File: src/rtl/alu_exec_pkg.sv
package alu_exec_pkg;

  typedef enum logic [4:0] {
    OP_OR    = 5'd0,
    OP_ORI   = 5'd1,
    OP_XOR   = 5'd2,
    OP_XORI  = 5'd3,
    OP_SLT   = 5'd4,
    OP_SLTI  = 5'd5,
    OP_SLTU  = 5'd6,
    OP_SLTIU = 5'd7,
    OP_SHL   = 5'd8,
    OP_SHLV  = 5'd9,
    OP_SHRL  = 5'd10,
    OP_SHRLV = 5'd11,
    OP_SHRA  = 5'd12,
    OP_SHRAV = 5'd13,
    OP_SUBT  = 5'd14,
    OP_SUBW  = 5'd15
  } alu_op_e;

  localparam int unsigned NUM_DEFINED_OPS = 16;

endpackage

File: src/rtl/alu_imm_ext.sv
module alu_imm_ext #(
  parameter int XLEN  = 32,
  parameter int IMM_W = 16
) (
  input  logic [IMM_W-1:0] imm_in,
  output logic [XLEN-1:0]  imm_zext,
  output logic [XLEN-1:0]  imm_sext
);
  localparam int PAD_W = XLEN - IMM_W;

  assign imm_zext = {{PAD_W{1'b0}}, imm_in};
  assign imm_sext = {{PAD_W{imm_in[IMM_W-1]}}, imm_in};
endmodule

File: src/rtl/alu_shifter.sv
module alu_shifter #(
  parameter int XLEN = 32,
  localparam int SHW = $clog2(XLEN)
) (
  input  logic [XLEN-1:0] din,
  input  logic [SHW-1:0]  amt,
  input  logic            dir_left,
  input  logic            arith,
  output logic [XLEN-1:0] dout
);
  logic [XLEN-1:0] pre;
  logic [XLEN-1:0] post;
  logic            fill;
  logic [XLEN-1:0] stage [SHW+1];

  // Left shifts reuse the right-shift network on a bit-reversed word.
  for (genvar i = 0; i < XLEN; i++) begin : g_rev_in
    assign pre[i] = dir_left ? din[XLEN-1-i] : din[i];
  end

  assign fill     = arith & ~dir_left & din[XLEN-1];
  assign stage[0] = pre;

  for (genvar s = 0; s < SHW; s++) begin : g_stage
    localparam int D = 1 << s;
    assign stage[s+1] = amt[s] ? {{D{fill}}, stage[s][XLEN-1:D]} : stage[s];
  end

  assign post = stage[SHW];

  for (genvar i = 0; i < XLEN; i++) begin : g_rev_out
    assign dout[i] = dir_left ? post[XLEN-1-i] : post[i];
  end
endmodule

File: src/rtl/alu_cmp_sub.sv
module alu_cmp_sub #(
  parameter int XLEN = 32
) (
  input  logic [XLEN-1:0] lhs,
  input  logic [XLEN-1:0] cmp_rhs,
  input  logic [XLEN-1:0] sub_rhs,
  output logic            lt_signed,
  output logic            lt_unsigned,
  output logic [XLEN-1:0] diff,
  output logic            sub_ovf
);
  logic [XLEN:0] cmp_wide;
  logic          sign_mismatch;

  // One wide subtract gives the unsigned borrow; the signed result flips it when signs differ.
  assign cmp_wide      = {1'b0, lhs} - {1'b0, cmp_rhs};
  assign lt_unsigned   = cmp_wide[XLEN];
  assign sign_mismatch = lhs[XLEN-1] ^ cmp_rhs[XLEN-1];
  assign lt_signed     = sign_mismatch ? lhs[XLEN-1] : cmp_wide[XLEN];

  assign diff    = lhs - sub_rhs;
  assign sub_ovf = (lhs[XLEN-1] ^ sub_rhs[XLEN-1]) & (diff[XLEN-1] ^ lhs[XLEN-1]);
endmodule

File: src/rtl/alu_exec_unit.sv
module alu_exec_unit
  import alu_exec_pkg::*;
#(
  parameter int XLEN  = 32,
  parameter int IMM_W = 16,
  parameter int IDX_W = 5,
  localparam int SHW  = $clog2(XLEN),
  localparam int OP_W = 5
) (
  input  logic [OP_W-1:0]  op_sel,
  input  logic [XLEN-1:0]  src_a,
  input  logic [XLEN-1:0]  src_b,
  input  logic [IMM_W-1:0] imm_f,
  input  logic [SHW-1:0]   shamt_f,
  input  logic [IDX_W-1:0] rt_idx,
  input  logic [IDX_W-1:0] rd_idx,
  output logic [XLEN-1:0]  wb_data,
  output logic [IDX_W-1:0] wb_idx,
  output logic             wb_en,
  output logic             ovf_trap,
  output logic             bad_op
);
  logic [XLEN-1:0] imm_z, imm_s;
  logic [XLEN-1:0] cmp_rhs;
  logic            lt_s, lt_u, sub_ovf;
  logic [XLEN-1:0] diff;
  logic [XLEN-1:0] sh_out;
  logic [SHW-1:0]  sh_amt;
  logic            sh_left, sh_arith, sh_var;
  logic            imm_form;

  alu_imm_ext #(.XLEN(XLEN), .IMM_W(IMM_W)) u_ext (
    .imm_in   (imm_f),
    .imm_zext (imm_z),
    .imm_sext (imm_s)
  );

  assign imm_form = (op_sel == OP_ORI) || (op_sel == OP_XORI) ||
                    (op_sel == OP_SLTI) || (op_sel == OP_SLTIU);
  assign cmp_rhs  = imm_form ? imm_s : src_b;

  alu_cmp_sub #(.XLEN(XLEN)) u_cmp (
    .lhs         (src_a),
    .cmp_rhs     (cmp_rhs),
    .sub_rhs     (src_b),
    .lt_signed   (lt_s),
    .lt_unsigned (lt_u),
    .diff        (diff),
    .sub_ovf     (sub_ovf)
  );

  // Shift codes 8..13: bit0 picks variable amount, bits 2:1 pick direction/kind.
  assign sh_var   = op_sel[0];
  assign sh_left  = (op_sel == OP_SHL) || (op_sel == OP_SHLV);
  assign sh_arith = (op_sel == OP_SHRA) || (op_sel == OP_SHRAV);
  assign sh_amt   = sh_var ? src_a[SHW-1:0] : shamt_f;

  alu_shifter #(.XLEN(XLEN)) u_shift (
    .din      (src_b),
    .amt      (sh_amt),
    .dir_left (sh_left),
    .arith    (sh_arith),
    .dout     (sh_out)
  );

  always_comb begin
    wb_data  = '0;
    wb_idx   = rd_idx;
    wb_en    = 1'b1;
    ovf_trap = 1'b0;
    bad_op   = 1'b0;
    unique case (op_sel)
      OP_OR:    wb_data = src_a | src_b;
      OP_XOR:   wb_data = src_a ^ src_b;
      OP_ORI:   begin wb_data = src_a | imm_z; wb_idx = rt_idx; end
      OP_XORI:  begin wb_data = src_a ^ imm_z; wb_idx = rt_idx; end
      OP_SLT:   wb_data = {{(XLEN-1){1'b0}}, lt_s};
      OP_SLTU:  wb_data = {{(XLEN-1){1'b0}}, lt_u};
      OP_SLTI:  begin wb_data = {{(XLEN-1){1'b0}}, lt_s}; wb_idx = rt_idx; end
      OP_SLTIU: begin wb_data = {{(XLEN-1){1'b0}}, lt_u}; wb_idx = rt_idx; end
      OP_SHL, OP_SHLV, OP_SHRL, OP_SHRLV, OP_SHRA, OP_SHRAV:
                wb_data = sh_out;
      OP_SUBT:  begin
                  wb_data  = diff;
                  ovf_trap = sub_ovf;
                  wb_en    = ~sub_ovf;
                end
      OP_SUBW:  wb_data = diff;
      default:  begin
                  wb_idx = '0;
                  wb_en  = 1'b0;
                  bad_op = 1'b1;
                end
    endcase
  end
endmodule

File: config.mk
export PLATFORM = sky130hd
export DESIGN_NAME = alu_exec_unit
export DESIGN_NICKNAME = d
export VERILOG_FILES = /design/src/rtl/alu_exec_pkg.sv /design/src/rtl/alu_imm_ext.sv /design/src/rtl/alu_shifter.sv /design/src/rtl/alu_cmp_sub.sv /design/src/rtl/alu_exec_unit.sv
export SDC_FILE = /design/constraint.sdc
export NUM_CORES = 1
export LEC_CHECK = 0
export BUFFER_PORTS_ARGS = -buffer_cell sky130_fd_sc_hd__buf_2
export CAP_MARGIN = 5
export CORE_MARGIN = 2
export CORE_UTILIZATION = 65
export DETAILED_ROUTE_END_ITERATION = 6
export PLACE_DENSITY = 0.95
export SETUP_SLACK_MARGIN = 0.05
export SYNTH_ARGS = -nofsm -noshare
export SYNTH_HDL_FRONTEND = slang
export SYNTH_SLANG_ARGS = --single-unit
export TNS_END_PERCENT = 1
File: constraint.sdc
create_clock -name vclk -period 4.3
set_input_delay 0.215 -clock vclk [all_inputs]
set_output_delay 0.215 -clock vclk [all_outputs]
set_load 0.01 [all_outputs]
==> results of run 1 <==
timing repair:
action | in CTS | in global routing
hold buffers | 0 | 0
endpoints found under the setup margin | 0 | 2
buffers inserted | 0 | 0
gates resized for setup | 0 | 1
stage by stage:
stage | cell area [sq um] | utilization, % | hold WS, ps | cells
finish | 8490 | 74.3 | 755 | 1305
detailed placement | 8480 | 74.3 | 755 | 1304
global placement | 8480 | 74.3 | 749 | 1304
floorplan | 7630 | - | 570 | 1060
global route | 8490 | 74.3 | 776 | 1304
CTS | 8480 | 74.3 | 758 | 1304
per-layer routing:
layer	vias up	part of all wire (%)	track usage, %
li1	4165	-	-
met5	-	0	0
met1	4321	36	62.5
met4	0	7.4	27.2
met3	192	14	9.88
met2	848	42	73.7
cell usage in the layout (no fill, tap or decap), drive strengths merged, types with 13 or more instances in the layout:
| cell type | instances |
|---|---|
| a211oi | 16 |
| a21oi | 110 |
| a221oi | 15 |
| a22oi | 14 |
| buf | 170 |
| ha | 110 |
| inv | 104 |
| mux2i | 71 |
| mux4 | 35 |
| nand2 | 101 |
| nand3 | 23 |
| nor2 | 82 |
| nor3 | 22 |
| o211ai | 25 |
| o21ai | 66 |
| o221ai | 14 |
| xnor2 | 13 |
kinds of logic (layout without fill, tap and decap cells):
group | after synthesis | in the layout | share of synthesized area, %
xor gates and xnor gates | 18 | 18 | 2.07
buffers and inverters | 173 | 274 | 9.14
adders and majority gates | 111 | 111 | 18.3
muxes | 117 | 117 | 22.3
AOI/OAI and AO/OA | 342 | 342 | 29.4
and+or+nand+nor | 299 | 299 | 18.8
other | 0 | 1 | 0
worst max-delay path, stage by stage:
cell	delay (ps)
buf_2	120
inv_1	130
ha_1	210
inv_1	60
fa_1	390
nor3b_1	180
o31ai_1	480
a21oi_1	280
nand4_1	280
a41oi_1	230
a221oi_2	530
mux2i_1	280
a31o_2	170
nand3_1	60
buf_2	150
cells in the mapped netlist, types with 15 or more instances:
| cell | n | area (sq um) |
|---|---|---|
| a21oi_1 | 110 | 551 |
| ha_1 | 110 | 1380 |
| inv_1 | 104 | 390 |
| nand2_1 | 100 | 375 |
| nor2_1 | 82 | 308 |
| mux2i_1 | 66 | 661 |
| o21ai_0 | 48 | 240 |
| clkbuf_1 | 44 | 165 |
| mux4_2 | 32 | 721 |
| o211ai_1 | 25 | 188 |
| nand3_1 | 23 | 115 |
| nor3_1 | 22 | 110 |
| a211oi_1 | 15 | 113 |
path summary, 6_finish.rpt:
path / from / endpoint / slack, ps
worst max-delay path: src_a[0] / wb_data[28] / 300
worst min-delay path: rd_idx[1] / wb_idx[1] / 760
layout make-up:
type | count | area [sq um]
antenna | 1 | 2.50
fill | 934 | 2930
multi-input combinational | 887 | 6970
tap | 143 | 179
inverter | 104 | 390
timing repair buffer | 170 | 951
==> impl_metrics.csv, run 1 <==
group,metric,value,unit
detailed_routing,routed_wirelength,31300,um
setup_path,cp-start-kind,"primary input",
placement,pre_cts_ws,356,ps
synthesis,postSynthAreaPerCell,7.20,sq um
sta,setup_viol,0,
die,rows,39,
die,die_area,0.0126,sq mm
synthesis,synth_cell_types,82,
finish,register_area,0,sq um
sta,layout_min_cycle_time,4000,ps
detailed_routing,drc_errors,0,
synthesis,synth_nets,1271,
die,io_pins,140,
outcome,status,"finished clean",
setup_path,crit_type,"in2out",
grt,grt.total_usage,47.9,%
finish,clockBufferCount,0,
finish,layout-drive-gt1-share,21.1,%
sta,maxSlewHeadroom,31.6,%
synthesis,synth_area,0.00763,sq mm
die,core,0.0114,sq mm
detailed_routing,routedWlPerCell,24.0,um
finish,syn2layout_area_growth,11.3,%
synthesis,seq_area_frac_synth,0,%
worst_hold_path,min_path_type,"in2out",
sta,min_period_over_period,93.1,%
sta,worst_slack,296,ps
placement,gp_congestion,1.12,
setup_path,arrival,3790,ps
finish,flops_and_latches,0,
grt,grt_pass1_wl,48100,um
setup_path,critPathMaxFanout,5,
sta,fmax,0.250,GHz
synthesis,synth_warnings,0,
detailed_routing,first_pass_iters,7,
flow_run,maxCapViolCount,0,
die,initial_core_util,66.8,%
finish,num-nets-final,1374,
die,die_x,112,um
sta,finalHoldViolCount,0,
detailed_routing,drt_iter0_markers,1481,
placement,place_hpwl,24600,um
setup_path,required,4090,ps
placement,portBuffers,140,
sta,slew_viol_final,0,
grt,grt_pass1_vias,8941,
grt,grt_start_max_net_pins,53,
grt,antenna_found_initial,1,
sta,totalNegativeSetupSlack,0,ps
sta,rsz0062_at_grt,"no",
die,dieHeight,112,um
synthesis,synthCells,1060,
sta,worst_slew_pin_slew,1010,ps
detailed_routing,detail-route-antenna-nets,0,
detailed_routing,vias_per_cell,7.30,
grt,grt_overflow,0,
worst_hold_path,holdPathStages,4,
setup_path,worstSetupEndpointType,"primary output",
detailed_routing,vias,9526,
==> inputs of run 2 (changes only) <==
- CORE_ASPECT_RATIO: not set -> 0.8
==> impl_metrics.csv, run 2 (synthesis results as in run 1) <==
group,metric,value,unit
outcome,failed_checks,"DRC",
detailed_routing,routedWlPerCell,24.9,um
pwr,ir_drop,80.0,uV
sta,worst_slew_pin_slew,906,ps
sta,rsz0062_at_grt,"no",
detailed_routing,vias,9560,
grt,grt_start_max_net_pins,53,
grt,antenna_found_initial,0,
pwr,combPwrFrac,100.0,%
grt,grt_overflow,0,
setup_path,required,4090,ps
flow_run,maxCapViolCount,0,
detailed_routing,highest_layer,"met4",
pwr,p_per_area,144,mW/mm^2
clock_tree,cts_setup_buffers,0,
detailed_routing,vias_per_cell,7.29,
finish,layout_commonest_cell,"buf_2",
sta,holdWs,760,ps
sta,slew_viol_final,0,
finish,n_antenna_cell,0,
pwr,power.switching,0.759,mW
grt,grt.total_usage,49.1,%
setup_path,cp-start-kind,"primary input",
setup_path,crit_type,"in2out",
setup_path,startpoint,"op_sel[0]",
die,io_pins,140,
pwr,intPower,0.465,mW
die,initial_core_util,66.5,%
detailed_routing,first_pass_iters,7,
detailed_routing,met1Wirelength,12100,um
setup_path,endpoint,"wb_data[18]",
sta,finalHoldViolCount,0,
outcome,status,"complete, but fails checks",
detailed_routing,detail-route-antenna-nets,0,
finish,mostFrequentLayoutCells,"140 x buf_2, 110 x a21oi_1, 110 x ha_1, 104 x inv_1, 100 x nand2_1",
die,die_x,125,um
sta,maxSlewHeadroom,39.4,%
pwr,sequentialPowerShare,0,%
clock_tree,holdBufCountCts,0,
die,rows,35,
worst_hold_path,holdPathStages,4,
sta,setup_viol,0,
detailed_routing,routed_wirelength,32600,um
setup_path,worstSetupEndpointType,"primary output",
finish,flops_and_latches,0,
finish,clockBufferCount,0,
sta,fmax,0.259,GHz
finish,num-nets-final,1376,
sta,layout_min_cycle_time,3870,ps
setup_path,arrival,3650,ps
grt,grt_pass1_vias,8516,
worst_hold_path,min_path_type,"in2out",
sta,totalNegativeSetupSlack,0,ps
placement,gp_congestion,1.09,
sta,min_period_over_period,89.9,%
detailed_routing,wl_met2,12800,um
placement,portBuffers,140,
setup_path,critPathMaxFanout,24,
pwr,switching_share,62.0,%
finish,register_area,0,sq um
finish,layout-drive-gt1-share,21.2,%
die,core,0.0115,sq mm
clock_tree,ctsResizeCount,0,
detailed_routing,routed-wl-met3,5890,um
finish,syn2layout_area_growth,11.6,%
grt,grt_pass1_wl,48900,um
die,dieHeight,101,um
pwr,pwr-share-clk,0,%
placement,place_hpwl,26100,um
detailed_routing,drc_errors,5,
die,die_area,0.0126,sq mm
detailed_routing,drt_iter0_markers,1535,
pwr,p_leak,4.16,nW
run 2: cell count changes in the layout (fill, tap and decap cells not counted), sizes merged:
| cell | change |
|---|---|
| buf | +2 |
| diode | -1 |
run 2: metrics by stage:
stage | power [mW] | std cells | area (sq um) | utilization [%] | setup slack, ps
4_1_cts | 1.16 | 1311 | 8510 | 74.2 | 596
5_1_grt | 1.29 | 1311 | 8510 | 74.2 | 235
2_1_floorplan | 0.765 | 1060 | 7630 | - | 1350
3_5_place_dp | 1.16 | 1311 | 8510 | 74.2 | 602
3_3_place_gp | 1.14 | 1311 | 8510 | 74.2 | 612
6_report | 1.22 | 1311 | 8510 | 74.2 | 433
run 2: area by class of cell:
type | count | area [sq um]
fill | 932 | 2960
inverter | 104 | 390
multi-input combinational | 887 | 6960
tap | 148 | 185
timing repair buffer | 172 | 978
run 2: layer usage:
metal / GRT usage, % / up-vias
li1: - / 4162
met1: 66.5 / 4311
met2: 72.2 / 926
met3: 16.6 / 161
met4: 19.2 / 0
met5: 0 / -
run 2: worst min path at each step:
stage               slack, ps     endpoint      start
floorplan                 570  wb_data[25]  src_a[25]
global placement          750    wb_idx[3]  rd_idx[3]
detailed placement        760    wb_idx[3]  rd_idx[3]
CTS                       760    wb_idx[3]  rd_idx[3]
global route              790    wb_idx[0]  rd_idx[0]
finish                    760    wb_idx[3]  rd_idx[3]
run 2: power by group through the flow:
stage / logic [mW] / registers (mW) / clock network (mW)
3_3_place_gp: 1.14 / 0 / 0
2_1_floorplan: 0.765 / 0 / 0
4_1_cts: 1.16 / 0 / 0
5_1_grt: 1.29 / 0 / 0
3_5_place_dp: 1.16 / 0 / 0
6_report: 1.22 / 0 / 0
run 2: critical path, cell delays in order:
cell and delay, ps:
buf_2 430, mux2_2 770, buf_4 330, nor3_1 70, a211oi_1 670, mux2_4 300, mux2i_4 70, a21boi_1 290
a211o_1 210, o211ai_1 100, buf_2 180
Power figures use the tool's default switching activity.
